**src/rtl/sdram_chk_pkg.sv**
```systemverilog
package sdram_chk_pkg;

    typedef enum logic [2:0] {
        OP_NOP,
        OP_ACT,
        OP_RD,
        OP_WR,
        OP_PRE,
        OP_REF,
        OP_MRS,
        OP_BST
    } op_e;

    typedef enum logic [3:0] {
        VC_NONE      = 4'd0,
        VC_MRD       = 4'd1,
        VC_ACT_OPEN  = 4'd2,
        VC_IDLE_ACC  = 4'd3,
        VC_RCD       = 4'd4,
        VC_RP        = 4'd5,
        VC_RC        = 4'd6,
        VC_RRD       = 4'd7,
        VC_RAS       = 4'd8,
        VC_RTP       = 4'd9,
        VC_OPEN_BANK = 4'd10
    } vcode_e;

    // State of one bank as seen by the rule evaluator
    typedef struct packed {
        logic active;
        logic rcd_busy;
        logic ras_busy;
        logic rc_busy;
        logic rp_busy;
        logic rtp_busy;
    } bank_stat_t;

    function automatic op_e decode_op(input logic cs_n, input logic ras_n,
                                      input logic cas_n, input logic we_n);
        op_e r;
        if (cs_n) begin
            r = OP_NOP;
        end else begin
            case ({ras_n, cas_n, we_n})
                3'b011:  r = OP_ACT;
                3'b101:  r = OP_RD;
                3'b100:  r = OP_WR;
                3'b010:  r = OP_PRE;
                3'b001:  r = OP_REF;
                3'b000:  r = OP_MRS;
                3'b110:  r = OP_BST;
                default: r = OP_NOP;
            endcase
        end
        return r;
    endfunction

    function automatic int max2(input int a, input int b);
        return (a > b) ? a : b;
    endfunction

endpackage

```
**src/rtl/sdram_gap_timer.sv**
```systemverilog
module sdram_gap_timer #(
    parameter int W = 4
) (
    input  logic         clk,
    input  logic         rst,
    input  logic         load,
    input  logic [W-1:0] gap,
    output logic         busy
);
    logic [W-1:0] cnt;

    // A load of N keeps busy high for the next N-1 sampling edges
    always_ff @(posedge clk) begin
        if (rst) begin
            cnt <= '0;
        end else if (load) begin
            cnt <= (gap == '0) ? '0 : gap - W'(1);
        end else if (cnt != '0) begin
            cnt <= cnt - W'(1);
        end
    end

    assign busy = (cnt != '0);
endmodule

```
**src/rtl/sdram_bank_tracker.sv**
```systemverilog
module sdram_bank_tracker
    import sdram_chk_pkg::*;
#(
    parameter int CW        = 5,
    parameter int T_RCD     = 3,
    parameter int T_RP      = 3,
    parameter int T_RAS     = 7,
    parameter int T_RC      = 10,
    parameter int T_WR      = 3,
    parameter int BURST_LEN = 4
) (
    input  logic       clk,
    input  logic       rst,
    input  op_e        op,
    input  logic       sel,
    input  logic       a10_i,
    output bank_stat_t stat
);
    localparam int HALF_BL = BURST_LEN / 2;
    localparam logic [CW-1:0] G_RCD   = CW'(T_RCD);
    localparam logic [CW-1:0] G_RAS   = CW'(T_RAS);
    localparam logic [CW-1:0] G_RC    = CW'(T_RC);
    localparam logic [CW-1:0] G_RTP   = CW'(HALF_BL);
    localparam logic [CW-1:0] G_PRE   = CW'(T_RP);
    localparam logic [CW-1:0] G_RDAP  = CW'(HALF_BL + T_RP);
    localparam logic [CW-1:0] G_WRAP  = CW'(T_WR + T_RP);

    logic          open_q;
    logic          do_act, do_rd, do_wr, close_pre, close_ap, rp_load;
    logic [CW-1:0] rp_gap;
    logic          rcd_b, ras_b, rc_b, rp_b, rtp_b;

    assign do_act    = (op == OP_ACT) && sel;
    assign do_rd     = (op == OP_RD) && sel && open_q;
    assign do_wr     = (op == OP_WR) && sel && open_q;
    assign close_pre = (op == OP_PRE) && (sel || a10_i) && open_q;
    assign close_ap  = (do_rd || do_wr) && a10_i;
    assign rp_load   = close_pre || close_ap;

    always_comb begin
        if (close_pre)  rp_gap = G_PRE;
        else if (do_rd) rp_gap = G_RDAP;
        else            rp_gap = G_WRAP;
    end

    always_ff @(posedge clk) begin
        if (rst)                       open_q <= 1'b0;
        else if (do_act)               open_q <= 1'b1;
        else if (close_pre || close_ap) open_q <= 1'b0;
    end

    sdram_gap_timer #(.W(CW)) u_rcd (.clk(clk), .rst(rst), .load(do_act),  .gap(G_RCD), .busy(rcd_b));
    sdram_gap_timer #(.W(CW)) u_ras (.clk(clk), .rst(rst), .load(do_act),  .gap(G_RAS), .busy(ras_b));
    sdram_gap_timer #(.W(CW)) u_rc  (.clk(clk), .rst(rst), .load(do_act),  .gap(G_RC),  .busy(rc_b));
    sdram_gap_timer #(.W(CW)) u_rtp (.clk(clk), .rst(rst), .load(do_rd),   .gap(G_RTP), .busy(rtp_b));
    sdram_gap_timer #(.W(CW)) u_rp  (.clk(clk), .rst(rst), .load(rp_load), .gap(rp_gap), .busy(rp_b));

    always_comb begin
        stat.active   = open_q;
        stat.rcd_busy = rcd_b;
        stat.ras_busy = ras_b;
        stat.rc_busy  = rc_b;
        stat.rp_busy  = rp_b;
        stat.rtp_busy = rtp_b;
    end
endmodule

```
**config.mk**
```make
export PLATFORM = sky130hd
export DESIGN_NAME = sdram_bank_tracker
export DESIGN_NICKNAME = d
export VERILOG_FILES = /design/src/rtl/sdram_chk_pkg.sv /design/src/rtl/sdram_gap_timer.sv /design/src/rtl/sdram_bank_tracker.sv
export SDC_FILE = /design/constraint.sdc
export NUM_CORES = 1
export LEC_CHECK = 0
export ABC_CLOCK_PERIOD_IN_PS = 1680
export BUFFER_PORTS_ARGS = -buffer_cell sky130_fd_sc_hd__buf_2
export CAP_MARGIN = 0
export CORE_MARGIN = 2
export CORE_UTILIZATION = 60
export DETAILED_ROUTE_END_ITERATION = 12
export GPL_TIMING_DRIVEN = 0
export PLACE_DENSITY = 0.87
export SETUP_SLACK_MARGIN = 0.5
export SYNTH_ARGS = -nofsm -noshare
export SYNTH_HDL_FRONTEND = slang
export SYNTH_HIERARCHICAL = 1
export SYNTH_SLANG_ARGS = --single-unit
```
**constraint.sdc**
```tcl
create_clock -name clk -period 1.68 [get_ports clk]
set_clock_uncertainty 0.1 [all_clocks]
set_input_delay 0.168 -clock clk [delete_from_list [all_inputs] [get_ports clk]]
set_output_delay 0.168 -clock clk [all_outputs]
set_load 0.02 [all_outputs]
```
==> metrics.csv, run 1 <==
stage,metric,value,unit
synthesis,ys_ff_latch,26,
status,stop_stage,clock tree synthesis,
placement,place_area,2275,um^2
synthesis,ys.flop_type,dfxtp_1,
status,firstError,[ERROR DPL-0033] detailed placement checks failed during check placement.,
floorplan,rows,19,
cts,clk_path_buf_depth,2,
cts,cts_hold_buf,0,
status,status,aborted with a tool error,
floorplan,die_h,58.82,um
synthesis,async_flop_share,0,
synthesis,yosysSeqAreaShare,0.2887,
synthesis,synthCells,221,
cts,cts_root_buf,clkbuf_4,
cts,cts_repair_resize_count,38,
cts,post-cts-setup-buffers,30,
floorplan,io_pins,13,
placement,port_buffers,12,
synthesis,synth_edf_count,0,
floorplan,initial_utilization,0.6427,
placement,hpwl,2583,um
synthesis,synth_top_area_frac,0.2887,
synthesis,synth_area,1803,um^2
synthesis,yosys_warnings,6,
synthesis,yosysTopAreaCell,dfxtp_1,
synthesis,synthTopCellsByArea,"dfxtp_1 (29%), xnor2_1 (9.7%), ha_1 (6.9%)",
placement,post-place-ws,-0.03154,ns
cts,numCtsBuffers,3,
placement,place.gp.congestion,0.7552,
cts,h-tree-depth,1,
floorplan,fp.dieW,58.82,um
cts,cts_sinks,26,
synthesis,yosysUniqueCellTypes,29,
synthesis,syn_avg_cell_area,8.158,um^2
==> synthesized netlist by cell type, types with 6 or more instances <==
master / instances
xnor2_1: 20
nor2b_1: 7
buf_4: 6
o22ai_1: 10
a21oi_1: 15
o21ai_0: 11
dfxtp_1: 26
nand2_1: 15
inv_1: 26
ha_1: 10
nor3_1: 10
nor2_1: 18
nand3_1: 6
==> cell families after synthesis <==
family	share of synthesized area
AOI/OAI and AO/OA	0.1471
DFF	0.2887
adders and majority gates	0.06940
xor gates and xnor gates	0.09716
other	0.004165
and+or+nand+nor	0.2866
muxes	0.02776
buffers and inverters	0.07911
==> per-stage QoR <==
step | instances | utilization
2_1_floorplan | 281 | -
3_3_place_gp | 324 | 0.8109
3_5_place_dp | 324 | 0.8109
==> inputs of run 2 (changes only) <==
--- a/config.mk
+++ b/config.mk
@@ -9,11 +9,10 @@
 export BUFFER_PORTS_ARGS = -buffer_cell sky130_fd_sc_hd__buf_2
 export CAP_MARGIN = 0
 export CORE_MARGIN = 2
-export CORE_UTILIZATION = 60
+export CORE_UTILIZATION = 40
 export DETAILED_ROUTE_END_ITERATION = 12
 export GPL_TIMING_DRIVEN = 0
-export PLACE_DENSITY = 0.87
-export SETUP_SLACK_MARGIN = 0.5
+export PLACE_DENSITY_LB_ADDON = 0.15
 export SYNTH_ARGS = -nofsm -noshare
 export SYNTH_HDL_FRONTEND = slang
 export SYNTH_HIERARCHICAL = 1
==> run 2 against run 1 <==
Net effect:
- the run now ends clean
- area after synthesis unchanged
- synthesized cell count unchanged
==> metrics.csv, run 2 <==
stage,metric,value,unit
synthesis,synth_area,1803,um^2
routing,wirelength,3437,um
setup_path,crit_required,1.41,ns
power_and_ir_drop,powerDensity,1781,nW/um^2
global_route,grt_max_degree,22,
placement,hpwl,2346,um
final_layout,final_nets,330,
routing,drt-initial-drc-count,37,
cts,clock_latency,0.27,ns
placement,place.gp.congestion,0.6943,
cts,clk_pin_slew,0.09,ns
routing,firstDrtPassIters,4,
power_and_ir_drop,power_leakage,1.123,nW
synthesis,synth_top_area_frac,0.2887,
setup_path,critical_path_buf_inv_count,4,
setup_path,cp_max_fo,2,
global_route,top_usage_layer,met2,
setup_path,critPathArrivalTime,1.35,ns
synthesis,synthTopCellsByArea,"dfxtp_1 (29%), xnor2_1 (9.7%), ha_1 (6.9%)",
global_route,grt_usage,0.1456,
global_route,grt_overflow_total,0,
cts,cts_sinks,26,
final_layout,final_cell_mix,"conb_1 (62), buf_4 (21), xnor2_1 (20)",
global_route,grt_pass1_wl,6037,um
synthesis,ys_ff_latch,26,
timing,setup_violations,0,
timing,maxSlewViolCount,0,
synthesis,yosys_warnings,6,
floorplan,initial_utilization,0.4141,
cts,cts_root_buf,clkbuf_8,
power_and_ir_drop,ir_drop,0.0007855,V
setup_path,end_kind,output pin,
global_route,grt_pass1_vias,1423,
job,cap_violations,0,
routing,via_per_inst,4.280,
routing,vias,1558,
routing,wl_per_cell,9.442,um
placement,port_buffers,12,
routing,antenna_left,0,
global_route,gr-usage-met2,0.2482,
global_route,antenna_found_initial,0,
global_route,grt_util_met3,0.02137,
timing,period_minus_slack,1.616,ns
floorplan,die_h,71.14,um
setup_path,worstPathCellList,inv_2 > ha_4 > nor4b_4 > inv_1 > buf_4 > buf_6,
synthesis,syn_avg_cell_area,8.158,um^2
cts,cts_tree,yes,
final_layout,area.growth.synth_to_final,34.98,%
synthesis,yosysUniqueCellTypes,29,
synthesis,yosysSeqAreaShare,0.2887,
final_layout,postLayoutCoreUtil,0.5589,
setup_path,crit_family,buffers and inverters,
cts,numCtsBuffers,3,
floorplan,io_pins,13,
cts,h-tree-depth,1,
synthesis,synth_common_cells,"dfxtp_1 (26), inv_1 (26), xnor2_1 (20)",
placement,post-place-ws,-0.2614,ns
floorplan,core,4354,um^2
timing,fin_crit_sh,0.9620,
cts,clk_path_buf_depth,2,
final_layout,antennaDiodeCount,0,
status,status,finished clean,
floorplan,fp.dieW,71.14,um
timing,fmax,0.6188,GHz
setup_path,path_class,reg2out,
setup_path,critPathMaxStageDelay,0.33,ns
global_route,use_met1,0.1853,
floorplan,die-area,5060,um^2
synthesis,synth_edf_count,0,
setup_path,critPathSlowestCell,dfxtp_2,
final_layout,final_common_cell,conb_1,
synthesis,ys.flop_type,dfxtp_1,
routing,drc_errors,0,
final_layout,drive_gt1_frac,0.2468,
final_layout,fillers,415,
timing,finalWorstSetupSlack,0.06392,ns
synthesis,async_flop_share,0,
synthesis,yosysTopAreaCell,dfxtp_1,
floorplan,rows,24,
timing,finalHoldViolCount,0,
worst_hold_path,hold_path.class,in2reg,
synthesis,synthCells,221,
setup_path,cp-start-kind,flip-flop,
[run 2: cell counts after synthesis]
No cell type changed its count.
[run 2: worst reg2reg max path: stages (launching register included)]
cell and delay (ns):
dfxtp_2 0.35, inv_2 0.05, ha_4 0.15, nor4b_4 0.13, buf_4 0.14, buf_4 0.14
or3_1 0.34, a21oi_1 0.14
[run 2: metrics by stage]
step / setup TNS (ns) / area (um^2) / hold WS, ns / power, mW / cells
final: 0 / 2434 / 0.1771 / 4.335 / 364
after global routing: -0.01662 / 2434 / 0.1948 / 4.741 / 364
after CTS: 0 / 2310 / 0.1784 / 3.982 / 355
after detailed placement: -1.772 / 2153 / 0.4170 / 3.223 / 345
after global placement: -1.638 / 2153 / 0.4148 / 3.223 / 345
after floorplan: 0 / 2028 / 0.1371 / 2.876 / 281
[run 2: kinds of logic (layout without fill, tap and decap cells)]
logic type / count (synthesis) / count (layout) / synth area share
AND/OR/NAND/NOR: 82 / 82 / 0.2866
AO/OA/AOI/OAI: 44 / 44 / 0.1471
buffers and inverters: 32 / 63 / 0.07911
flip-flops: 26 / 26 / 0.2887
XOR/XNOR: 20 / 20 / 0.09716
adder cells (fa/ha/maj): 10 / 10 / 0.06940
multiplexers: 5 / 5 / 0.02776
other: 2 / 62 / 0.004165
[run 2: layer usage]
layer / vias to the layer above / share of wire
met3: 5 / 0.015
met2: 12 / 0.46
met1: 666 / 0.50
met4: 0 / 0.018
met5: - / 0
li1: 875 / -
[run 2: layout make-up]
class                      instances  area (um^2)  share of cell area
multi-input combinational        223         1433              0.5887
inverter                          26        97.59             0.04010
clock buffer                       4        55.05             0.02262
timing repair buffer              30        226.5             0.09306
tap                               52        65.06             0.02674
sequential                        26        534.3              0.2195
buffer                             3        22.52            0.009255
[run 2: report_power, final]
group,switching (mW),internal (mW)
Sequential,0.255,0.877
Combinational,1.19,1.61
Clock,0.198,0.210
[run 2: worst paths after layout]
path | cells past startpoint | slack, ns | to | start
max | 6 | 0.06 | stat[2] | u_rc/cnt[0]$_SDFFE_PP0P_
min | 4 | 0.18 | open_q$_SDFFE_PP0P_ | op[0]
max reg2reg | 7 | 0.08 | u_rc/cnt[2]$_SDFFE_PP0P_ | u_rc/cnt[1]$_SDFFE_PP0P_
min reg2reg | 2 | 0.43 | u_ras/cnt[4]$_SDFFE_PP0P_ | u_ras/cnt[4]$_SDFFE_PP0P_
[run 2: repair_timing]
action	in CTS	in global routing
endpoints found under the setup margin	9	13
hold buffers	0	0
resized for setup	18	27
setup buffers	6	12
pin swaps	5	6
(Power assumes the default switching activity.)
==> inputs of run 3 (changes only) <==
==> constraint.sdc (replaced) <==
create_clock -name clk -period 1.68 [get_ports clk]
set_clock_uncertainty 0.1 [all_clocks]
set_input_delay 0.084 -clock clk [delete_from_list [all_inputs] [get_ports clk]]
set_output_delay 0.084 -clock clk [all_outputs]
set_load 0.02 [all_outputs]
==> run 3 against run 2 <==
Net effect:
- die area is the same
- register-to-register slack gained 0.05 ns
- cell count shrank 2.5%
- critical path depth is the same
- critical path type unchanged
==> metrics.csv, run 3 (same netlist as run 2, synthesis figures left out) <==
stage,metric,value,unit
status,status,finished clean,
floorplan,core,4354,um^2
power_and_ir_drop,power_leakage,1.070,nW
routing,wl_per_cell,9.113,um
setup_path,critPathArrivalTime,1.41,ns
power_and_ir_drop,powerDensity,1728,nW/um^2
power_and_ir_drop,ir_drop,0.0006342,V
setup_path,cp-start-kind,flip-flop,
global_route,grt_usage,0.1399,
cts,cts_sinks,26,
final_layout,final_common_cell,conb_1,
timing,finalHoldViolCount,0,
final_layout,drive_gt1_frac,0.1848,
placement,dpl.cell_count,345,
timing,finalWorstSetupSlack,0.08231,ns
global_route,antenna_found_initial,0,
floorplan,fp.dieW,71.14,um
routing,wirelength,3235,um
placement,place.gp.congestion,0.6943,
setup_path,path_class,reg2out,
final_layout,stdcell_count,355,
floorplan,initial_utilization,0.4141,
routing,antenna_left,0,
setup_path,end_kind,output pin,
global_route,grt_pass1_vias,1392,
cts,numCtsBuffers,3,
routing,firstDrtPassIters,4,
floorplan,io_pins,13,
setup_path,cp_max_fo,3,
cts,clk_path_buf_depth,2,
power_and_ir_drop,power,4.029,mW
floorplan,die-area,5060,um^2
cts,clock_latency,0.27,ns
routing,drc_errors,0,
worst_hold_path,hold_path.class,in2reg,
routing,drt-initial-drc-count,43,
timing,setup_violations,0,
placement,place_area,2153,um^2
cts,h-tree-depth,1,
timing,maxSlewViolCount,0,
global_route,grt_max_degree,22,
final_layout,antennaDiodeCount,0,
global_route,grt_pass1_wl,5837,um
floorplan,die_h,71.14,um
cts,clk_pin_slew,0.09,ns
cts,cts_hold_buf,0,
job,cap_violations,0,
final_layout,fin_area,2331,um^2
final_layout,area.growth.synth_to_final,29.29,%
timing,setup_tns,0,ns
final_layout,final_cell_mix,"conb_1 (62), dfxtp_1 (23), inv_1 (20), xnor2_1 (20), nor2_1 (18)",
cts,cts_tree,yes,
timing,fin_crit_sh,0.9510,
routing,vias,1526,
floorplan,rows,24,
final_layout,final_nets,321,
placement,port_buffers,12,
placement,post-place-ws,-0.1774,ns
cts,cts_root_buf,clkbuf_8,
placement,hpwl,2346,um
global_route,grt_overflow_total,0,
routing,via_per_inst,4.299,
timing,period_minus_slack,1.598,ns
setup_path,crit_required,1.50,ns
timing,fmax,0.6259,GHz
run 3: changes by cell type in the layout (fill, tap and decap cells not counted):
cell     before  now
dfxtp_2      11    3
buf_4        21   12
buf_2         7   11
dfxtp_1      15   23
inv_2        10    6
inv_1        16   20
buf_6         5    1
run 3: timing repair:
item | in CTS | in global routing
setup buffers | 5 | 1
pin swaps | 0 | 6
endpoints found under the setup margin | 9 | 15
resized for setup | 4 | 21
run 3: power by group:
part / switching, mW / total (mW) / internal (mW)
registers: 0.248 / 1.11 / 0.857
clock network: 0.198 / 0.408 / 0.210
logic: 1.11 / 2.52 / 1.40
total: 1.56 / 4.03 / 2.47
run 3: final timing paths:
kind,start,end,slack (ns),cells after the start
worst max-delay path,u_rtp/cnt[1]$_SDFFE_PP0P_,stat[0],0.08,6
worst max register to register,u_rtp/cnt[1]$_SDFFE_PP0P_,u_rtp/cnt[2]$_SDFFE_PP0P_,0.13,6
worst min-delay path,op[0],open_q$_SDFFE_PP0P_,0.09,4
worst min register to register,u_ras/cnt[4]$_SDFFE_PP0P_,u_ras/cnt[4]$_SDFFE_PP0P_,0.43,2
run 3: layout make-up:
| type | count | area [um^2] |
|---|---|---|
| sequential | 26 | 524.3 |
| timing repair buffer | 18 | 111.4 |
| multi-input combinational | 223 | 1433 |
| clock buffer | 4 | 55.05 |
| tap | 52 | 65.06 |
| inverter | 26 | 97.59 |
| fill | 422 | 2023 |
| buffer | 6 | 45.04 |
run 3: per-stage QoR:
step                      hold slack (ns)  utilization
final                             0.09346       0.5353
after global routing               0.1112       0.5353
after CTS                         0.09444       0.5172
after detailed placement           0.3852       0.4945
after global placement             0.3874       0.4945
after floorplan                   0.05307            -
run 3: worst max-delay path: stages (launching register included):
cell     delay, ns
dfxtp_1       0.34
inv_1         0.11
ha_4          0.16
nor4b_4       0.20
inv_1         0.06
buf_4         0.12
buf_2         0.15
run 3: layer usage:
layer  GRT usage  vias to the layer above  wire [um]
met5           0                        -          0
li1            -                      856          -
met1      0.1809                      649       1643
met3     0.02137                        5         60
met4     0.05660                        0         63
met2      0.2336                       16       1468
